File: src/rtl/irq_post_pkg.sv
package irq_post_pkg;

   // register select encoding on the register port
   typedef enum logic {
      REG_MASK = 1'b0,
      REG_POST = 1'b1
   } irq_reg_sel_e;

   // vector byte for a given source index
   function automatic int unsigned vec_of(input int unsigned idx, input int unsigned stride);
      return idx * stride;
   endfunction

endpackage

File: src/rtl/irq_post_latch.sv
module irq_post_latch #(
   parameter int unsigned N = 8
) (
   input  logic         clk_i,
   input  logic         rst_ni,
   input  logic [N-1:0] set_i,
   input  logic [N-1:0] clr_i,
   output logic [N-1:0] q_o
);

   initial begin
      if (N < 1) $error("irq_post_latch: N must be at least 1");
   end

   for (genvar g = 0; g < N; g++) begin : g_bit
      logic post_q;
      always_ff @(posedge clk_i) begin
         if (!rst_ni)          post_q <= 1'b0;
         else if (set_i[g])    post_q <= 1'b1;   // set dominates clear
         else if (clr_i[g])    post_q <= 1'b0;
      end
      assign q_o[g] = post_q;
   end


   set_wins_chk: assert property (@(posedge clk_i) disable iff (!rst_ni)
      (set_i != '0) |=> ((q_o & $past(set_i)) == $past(set_i)));


   clear_takes_chk: assert property (@(posedge clk_i) disable iff (!rst_ni)
      ((clr_i & ~set_i) != '0) |=> ((q_o & $past(clr_i & ~set_i)) == '0));

endmodule

File: src/rtl/irq_prio_enc.sv
module irq_prio_enc #(
   parameter int unsigned N         = 8,
   parameter bit          LOW_FIRST = 1'b1,
   localparam int unsigned IDX_W    = (N > 1) ? $clog2(N) : 1
) (
   input  logic             clk_i,
   input  logic             rst_ni,
   input  logic [N-1:0]     pend_i,
   output logic             any_o,
   output logic [IDX_W-1:0] idx_o
);

   assign any_o = |pend_i;

   if (LOW_FIRST) begin : g_low_first
      always_comb begin
         idx_o = '0;
         for (int i = N - 1; i >= 0; i--) begin
            if (pend_i[i]) idx_o = IDX_W'(i);
         end
      end
   end else begin : g_high_first
      always_comb begin
         idx_o = '0;
         for (int i = 0; i < N; i++) begin
            if (pend_i[i]) idx_o = IDX_W'(i);
         end
      end
   end


   winner_pending_chk: assert property (@(posedge clk_i) disable iff (!rst_ni)
      any_o |-> pend_i[idx_o]);

endmodule

File: src/rtl/irq_post_ctrl.sv
module irq_post_ctrl
   import irq_post_pkg::*;
#(
   parameter int unsigned NUM_SRC    = 8,
   parameter int unsigned VEC_W      = 8,
   parameter int unsigned VEC_STRIDE = 4,
   parameter bit          LOW_FIRST  = 1'b1
) (
   input  logic               clk_i,
   input  logic               rst_ni,
   input  logic [NUM_SRC-1:0] src_evt_i,
   input  logic               reg_we_i,
   input  logic               reg_sel_i,
   input  logic [NUM_SRC-1:0] reg_wdata_i,
   output logic [NUM_SRC-1:0] reg_rdata_o,
   input  logic               gie_i,
   input  logic               taken_i,
   output logic               irq_o,
   output logic [VEC_W-1:0]   vector_o
);

   localparam int unsigned IDX_W   = (NUM_SRC > 1) ? $clog2(NUM_SRC) : 1;
   localparam int unsigned VEC_TOP = (NUM_SRC - 1) * VEC_STRIDE;

   initial begin
      if (NUM_SRC < 2)            $error("irq_post_ctrl: need at least two sources");
      if (VEC_STRIDE < 1)         $error("irq_post_ctrl: vector stride must be nonzero");
      if (VEC_TOP >= (1 << VEC_W)) $error("irq_post_ctrl: vectors do not fit in VEC_W bits");
   end

   irq_reg_sel_e              sel;
   logic [NUM_SRC-1:0]        mask_q;
   logic [NUM_SRC-1:0]        posted;
   logic [NUM_SRC-1:0]        pending;
   logic [NUM_SRC-1:0]        sw_clr;
   logic [NUM_SRC-1:0]        ack_clr;
   logic                      pend_any;
   logic [IDX_W-1:0]          win_idx;

   assign sel = irq_reg_sel_e'(reg_sel_i);

   // mask register
   always_ff @(posedge clk_i) begin
      if (!rst_ni)                          mask_q <= '0;
      else if (reg_we_i && sel == REG_MASK) mask_q <= reg_wdata_i;
   end

   // write-one-to-clear and acknowledge clear
   assign sw_clr = (reg_we_i && sel == REG_POST) ? reg_wdata_i : '0;

   always_comb begin
      ack_clr = '0;
      if (taken_i && pend_any) ack_clr[win_idx] = 1'b1;
   end

   irq_post_latch #(.N(NUM_SRC)) i_latch (
      .clk_i  (clk_i),
      .rst_ni (rst_ni),
      .set_i  (src_evt_i),
      .clr_i  (sw_clr | ack_clr),
      .q_o    (posted)
   );

   assign pending = posted & mask_q;

   irq_prio_enc #(.N(NUM_SRC), .LOW_FIRST(LOW_FIRST)) i_enc (
      .clk_i  (clk_i),
      .rst_ni (rst_ni),
      .pend_i (pending),
      .any_o  (pend_any),
      .idx_o  (win_idx)
   );

   assign irq_o       = pend_any & gie_i;
   assign vector_o    = pend_any ? VEC_W'(vec_of(int'(win_idx), VEC_STRIDE)) : '0;
   assign reg_rdata_o = (sel == REG_POST) ? posted : mask_q;


   taken_clears_chk: assert property (@(posedge clk_i) disable iff (!rst_ni)
      (taken_i && pend_any && !src_evt_i[win_idx]) |=> !posted[$past(win_idx)]);


   irq_needs_gie_chk: assert property (@(posedge clk_i) disable iff (!rst_ni)
      irq_o |-> (gie_i && (posted & mask_q) != '0));


   vector_aligned_chk: assert property (@(posedge clk_i) disable iff (!rst_ni)
      irq_o |-> ((int'(vector_o) % VEC_STRIDE) == 0 && int'(vector_o) <= VEC_TOP));

endmodule

File: config.mk
export PLATFORM = sky130hd
export DESIGN_NAME = irq_post_ctrl
export DESIGN_NICKNAME = d
export VERILOG_FILES = /design/src/rtl/irq_post_pkg.sv /design/src/rtl/irq_post_latch.sv /design/src/rtl/irq_prio_enc.sv /design/src/rtl/irq_post_ctrl.sv
export SDC_FILE = /design/constraint.sdc
export NUM_CORES = 1
export LEC_CHECK = 0
export ABC_AREA = 0
export BUFFER_PORTS_ARGS = -buffer_cell sky130_fd_sc_hd__buf_4
export CAP_MARGIN = 20
export CORE_ASPECT_RATIO = 0.9
export CORE_MARGIN = 1.5
export CORE_UTILIZATION = 50
export DETAILED_ROUTE_END_ITERATION = 10
export PLACE_DENSITY = 0.9
export SYNTH_ARGS = -nofsm -noshare
export SYNTH_HDL_FRONTEND = slang
export SYNTH_SLANG_ARGS = --single-unit
File: constraint.sdc
create_clock -name clk_i -period 4.8 [get_ports clk_i]
set_clock_uncertainty 0.15 [all_clocks]
set_input_delay 0.96 -clock clk_i [delete_from_list [all_inputs] [get_ports clk_i]]
set_output_delay 0.96 -clock clk_i [all_outputs]
set_load 0.1 [all_outputs]
; ---- After elaboration in Yosys (flattened, before gate mapping)
; Cells that the tools add are included.
[op_classes]
n_mul = 0
n_shift = 0
mux = 30
n_div = 0
order_cmp = 2
bitwise = 4
n_reduce_logical = 13
n_eq_ne = 0
add_sub_neg = 0
[ops]
columns = operator, count
row1 = $mux W3, 8
row2 = $mux W8, 3
row3 = $mux W1, 17
row4 = $reduce_bool A2 Y1, 8
row5 = $and A8 B8 Y8, 1
row6 = $or A8 B8 Y8, 1
row7 = $reduce_or A8 Y1, 1
row8 = $mux W5, 1
row9 = $logic_and A1 B1 Y1, 4
row10 = $lt A3 B4 Y1 const B, 1
row11 = $demux W1 S3, 1
row12 = $ge A3 B1 Y1 const B, 1
row13 = $and A1 B1 Y1, 1
row14 = $not A1 Y1, 1
[totals]
latchBits = 0
register_bits = 16
ramBits = 0
romBits = 0
memories = 0

; ---- Logic depth before layout (Yosys ltp)
[logic_depth]
ltp_word = 17
mapped_depth = 6

; ---- By module
; Synthesis repeated with hierarchy kept, for this count alone.
[unflattened]
hier_cells = 115
area_unflattened_um2 = 1132.3
[modules_own_cells]
columns = module, area_each_um2, cells_each, n_inst
row1 = irq_post_ctrl, 653.1, 69, 1
row2 = irq_post_latch, 397.9, 33, 1
row3 = irq_prio_enc, 81.3, 13, 1

; ---- Worst setup path after synthesis
; No wires, ideal clock.
[synth_timing]
path_kind = register to output
from = register mask_q[5]
to = output vector_o[3]
n_path_buf = 0
slack_ps = 785
arrival_ps = 2905
required_ps = 3690
stages_incl_launch_ff = 4
cell_sequence = dfxtp_1 -> a22o_1 -> nand2b_4 -> a21boi_0
[synth_between]
elab_chain_len = 8
word_cells_on_any_way = 9
[synth_lines]
columns = item, line
row1 = start: declaration, irq_post_ctrl.sv:32  ; logic [NUM_SRC-1:0] mask_q;
row2 = start signal: assignment, irq_post_ctrl.sv:45  ; else if (reg_we_i && sel == REG_MASK) mask_q <= reg_wdata_i;
row3 = $and A8 B8 Y8 *, irq_post_ctrl.sv:64  ; assign pending = posted & mask_q;
row4 = $mux W3 (6 in a row), irq_prio_enc.sv:19  ; if (pend_i[i]) idx_o = IDX_W'(i);
row5 = $mux W5 *, irq_post_ctrl.sv:75  ; assign vector_o = pend_any ? VEC_W'(vec_of(int'(win_idx), VEC_STRIDE)) : '0;
row6 = end: declaration, irq_post_ctrl.sv:19  ; output logic [VEC_W-1:0] vector_o
; Every way passes the cells marked *; elsewhere a longest branch is shown, timed or not.

; ---- Worst setup path after layout
[layout_timing]
from = input reg_sel_i
to = output reg_rdata_o[3]
[layout_between]
elab_chain_len = 1
[layout_lines]
columns = item, line
row1 = start: declaration, irq_post_ctrl.sv:13  ; input logic reg_sel_i,
row2 = $mux W8, irq_post_ctrl.sv:76  ; assign reg_rdata_o = (sel == REG_POST) ? posted : mask_q;
row3 = end: declaration, irq_post_ctrl.sv:15  ; output logic [NUM_SRC-1:0] reg_rdata_o,
; No other way between the ends.

==> flow_metrics.env <==
export IMPL_relSlewSlack_pct=36.1
export IMPL_clockRootBuffer="clkbuf_4"
export IMPL_leakage_nw=0.514
export IMPL_clkSlewWorstSetupHoldPaths_ns=0.08
export IMPL_clock_sinks=16
export IMPL_cts_buffer_depth=2
export IMPL_worstPathRequired_ns=3.69
export IMPL_drtIter0Drc=7
export IMPL_crit_chain="buf_4, mux2_2, buf_4"
export IMPL_fin_setup_tns_ns=0
export IMPL_cts_hold_buffers=0
export IMPL_clock_latency_ns=0.29
export IMPL_finalCritPeriodShare_pct=59.1
export IMPL_cts_setup_buffers=0
export IMPL_ant_nets=0
export IMPL_synthCells=101
export IMPL_vias=850
export IMPL_grt_ovfl_total=0
export IMPL_die_area_um2=2140
export IMPL_drive_gt1_share_pct=35.6
export IMPL_die_h_um=44.0
export IMPL_seq_area_frac_synth_pct=34.2
export IMPL_routedWlPerCell_um=14.2
export IMPL_cts_resized=0
export IMPL_syn_avg_cell_area_um2=9.27
export IMPL_ys_seq_elements=16
export IMPL_fmax_ghz=0.353
export IMPL_ys_warn_count=0
export IMPL_syn_to_final_growth_pct=27.8
export IMPL_numCtsBuffers=3
export IMPL_gp_congestion=0.818
export IMPL_crit_path_max_fanout=10
export IMPL_portBuffers=33
export IMPL_via_per_inst=5.45
export IMPL_peakVddDrop_uv=200
export IMPL_firstDrtPassIters=3
export IMPL_n_antenna_cell=0
export IMPL_gr_usage_all_layers_pct=23.0
export IMPL_pre_cts_slack_ns=1.97
export IMPL_max_stage_delay_ns=0.36
export IMPL_crit_buf_inv=2
export IMPL_worstMarginPinSlew_ns=0.956
export IMPL_finalNetCount=156
export IMPL_cp_common_cell="buf_4"
export IMPL_arrival_ns=1.73
export IMPL_num_io_pins=39
export IMPL_finalWirelength_mm=2.21
export IMPL_fin_ws_ns=1.96
export IMPL_coreArea_um2=1720
export IMPL_critPathSlowestCell="mux2_2"
export IMPL_grt_pass1_vias=855
export IMPL_rsz0062_at_grt="no"
export IMPL_layout_min_cycle_time_ns=2.84
export IMPL_max_cap_viol_count=0
export IMPL_fp_row_count=14
export IMPL_dpl_hpwl_mm=1.68
export IMPL_die_x_um=48.6
export IMPL_h_tree_depth=1
export IMPL_crit_type="input pin to output port"
export IMPL_hold_viol=0
export IMPL_path_delay_family="buffers and inverters"
export IMPL_setup_violations=0
export IMPL_status="finished clean"
export IMPL_power_per_cell_area_nw_per_um2=304
export IMPL_worstSetupStartpointType="input pin"
export IMPL_drc_errors=0
export IMPL_ys_types=31
export IMPL_cts_tree="yes"
export IMPL_netlist_area_um2=936
export IMPL_grt_max_degree=17
export IMPL_antenna_found_initial=0
export IMPL_grt_pass1_wl_mm=3.68
export IMPL_end_kind="output port"
export IMPL_worstHoldPathType="flip-flop to flip-flop"
export IMPL_start_util_pct=54.5
export IMPL_maxSlewViolCount=0
final timing paths:
kind / start / end / slack, ns / depth (start not counted)
max: reg_sel_i / reg_rdata_o[3] / 1.96 / 3
min: mask_q[4]$_SDFFE_PN0P_ / mask_q[4]$_SDFFE_PN0P_ / 0.41 / 2
max reg2reg: i_latch.g_bit[3].post_q$_SDFFE_PN0P_ / i_latch.g_bit[6].post_q$_SDFFE_PN0P_ / 3.15 / 4
min reg2reg: mask_q[4]$_SDFFE_PN0P_ / mask_q[4]$_SDFFE_PN0P_ / 0.41 / 2
layout make-up:
class / instances / area (um2)
clock buffers: 3 / 22.5
flip-flops and latches: 16 / 320
multi-input cells: 80 / 576
fillers: 142 / 520
repair buffers: 33 / 248
well taps: 24 / 30.0
cell usage in the layout (no fill, tap or decap), drive strengths merged:
cell      n
nor2      4
and2      1
o311a     2
a32o      1
a22o      2
clkbuf    3
nor2b    10
a32oi     2
nand3     2
dfxtp    16
a22oi     2
buf      33
conb      5
a21boi    5
mux2      8
o31a      1
nand2     9
nand4     1
o21ai     3
o2bb2ai   1
o21a      1
a21oi     5
a21o      2
mux2i     8
o221a     1
nand3b    1
or3       1
nand2b    1
nor3      1
through the flow:
step	power (mW)	area (um2)	util, %	instances	hold WS [ns]
final	0.363	1200	69.7	156	0.409
after global routing	0.381	1200	69.7	156	0.446
after CTS	0.366	1200	69.7	156	0.411
after detailed placement	0.295	1170	68.4	153	0.395
after global placement	0.293	1170	68.4	153	0.383
after floorplan	0.264	951	-	105	0.369
worst register-to-register path, delay by kind of cell (launching register included):
family,cells,cell delay (ns)
compound gates,2,0.59
flops,1,0.35
simple gates,2,0.45
state kept, by name, summed over array words and instances (netlist names):
name                  flops
mask_q                    8
i_latch.g_bit.post_q      8
report_power, final:
group,internal [mW],leakage [nW],switching (mW)
clock,0.0292,0.0138,0.0414
sequential,0.141,0.133,0.00868
combinational,0.0407,0.368,0.102
total,0.211,0.514,0.152
Yosys cell counts (all sizes together):
cell | instances | area (um2)
nor3 | 1 | 5.00
buf | 7 | 47.6
dfxtp | 16 | 320
o311a | 2 | 20.0
a21boi | 5 | 37.5
nand3 | 2 | 10.0
o2bb2ai | 1 | 15.0
and2 | 1 | 6.26
nand3b | 1 | 7.51
conb | 1 | 3.75
nand4 | 1 | 6.26
mux2i | 8 | 80.1
nand2 | 9 | 33.8
nor2 | 4 | 15.0
o31a | 1 | 8.76
o21ai | 3 | 15.0
or3 | 1 | 6.26
o221a | 1 | 11.3
a22o | 2 | 17.5
a22oi | 2 | 20.0
a21o | 2 | 15.0
a21oi | 5 | 25.0
a32o | 1 | 10.0
clkbuf | 2 | 7.51
o21a | 1 | 7.51
a32oi | 2 | 17.5
nor2b | 10 | 62.6
mux2 | 8 | 90.1
nand2b | 1 | 13.8
routing by layer:
metal	wire [um]	GRT usage [%]	vias to the layer above
li1	-	-	422
met4	26	9.71	0
met3	138	8.78	5
met1	968	26.3	395
met5	0	0	-
met2	1080	39.5	28
cell families after synthesis:
logic type	count (synthesis)	share of synthesized area, %
compound gates	28	23.5
simple gates	31	17.8
mux	16	18.2
flops	16	34.2
other cells	1	0.401
buf+inv	9	5.88
No activity file was read; power rests on OpenSTA's default activity.
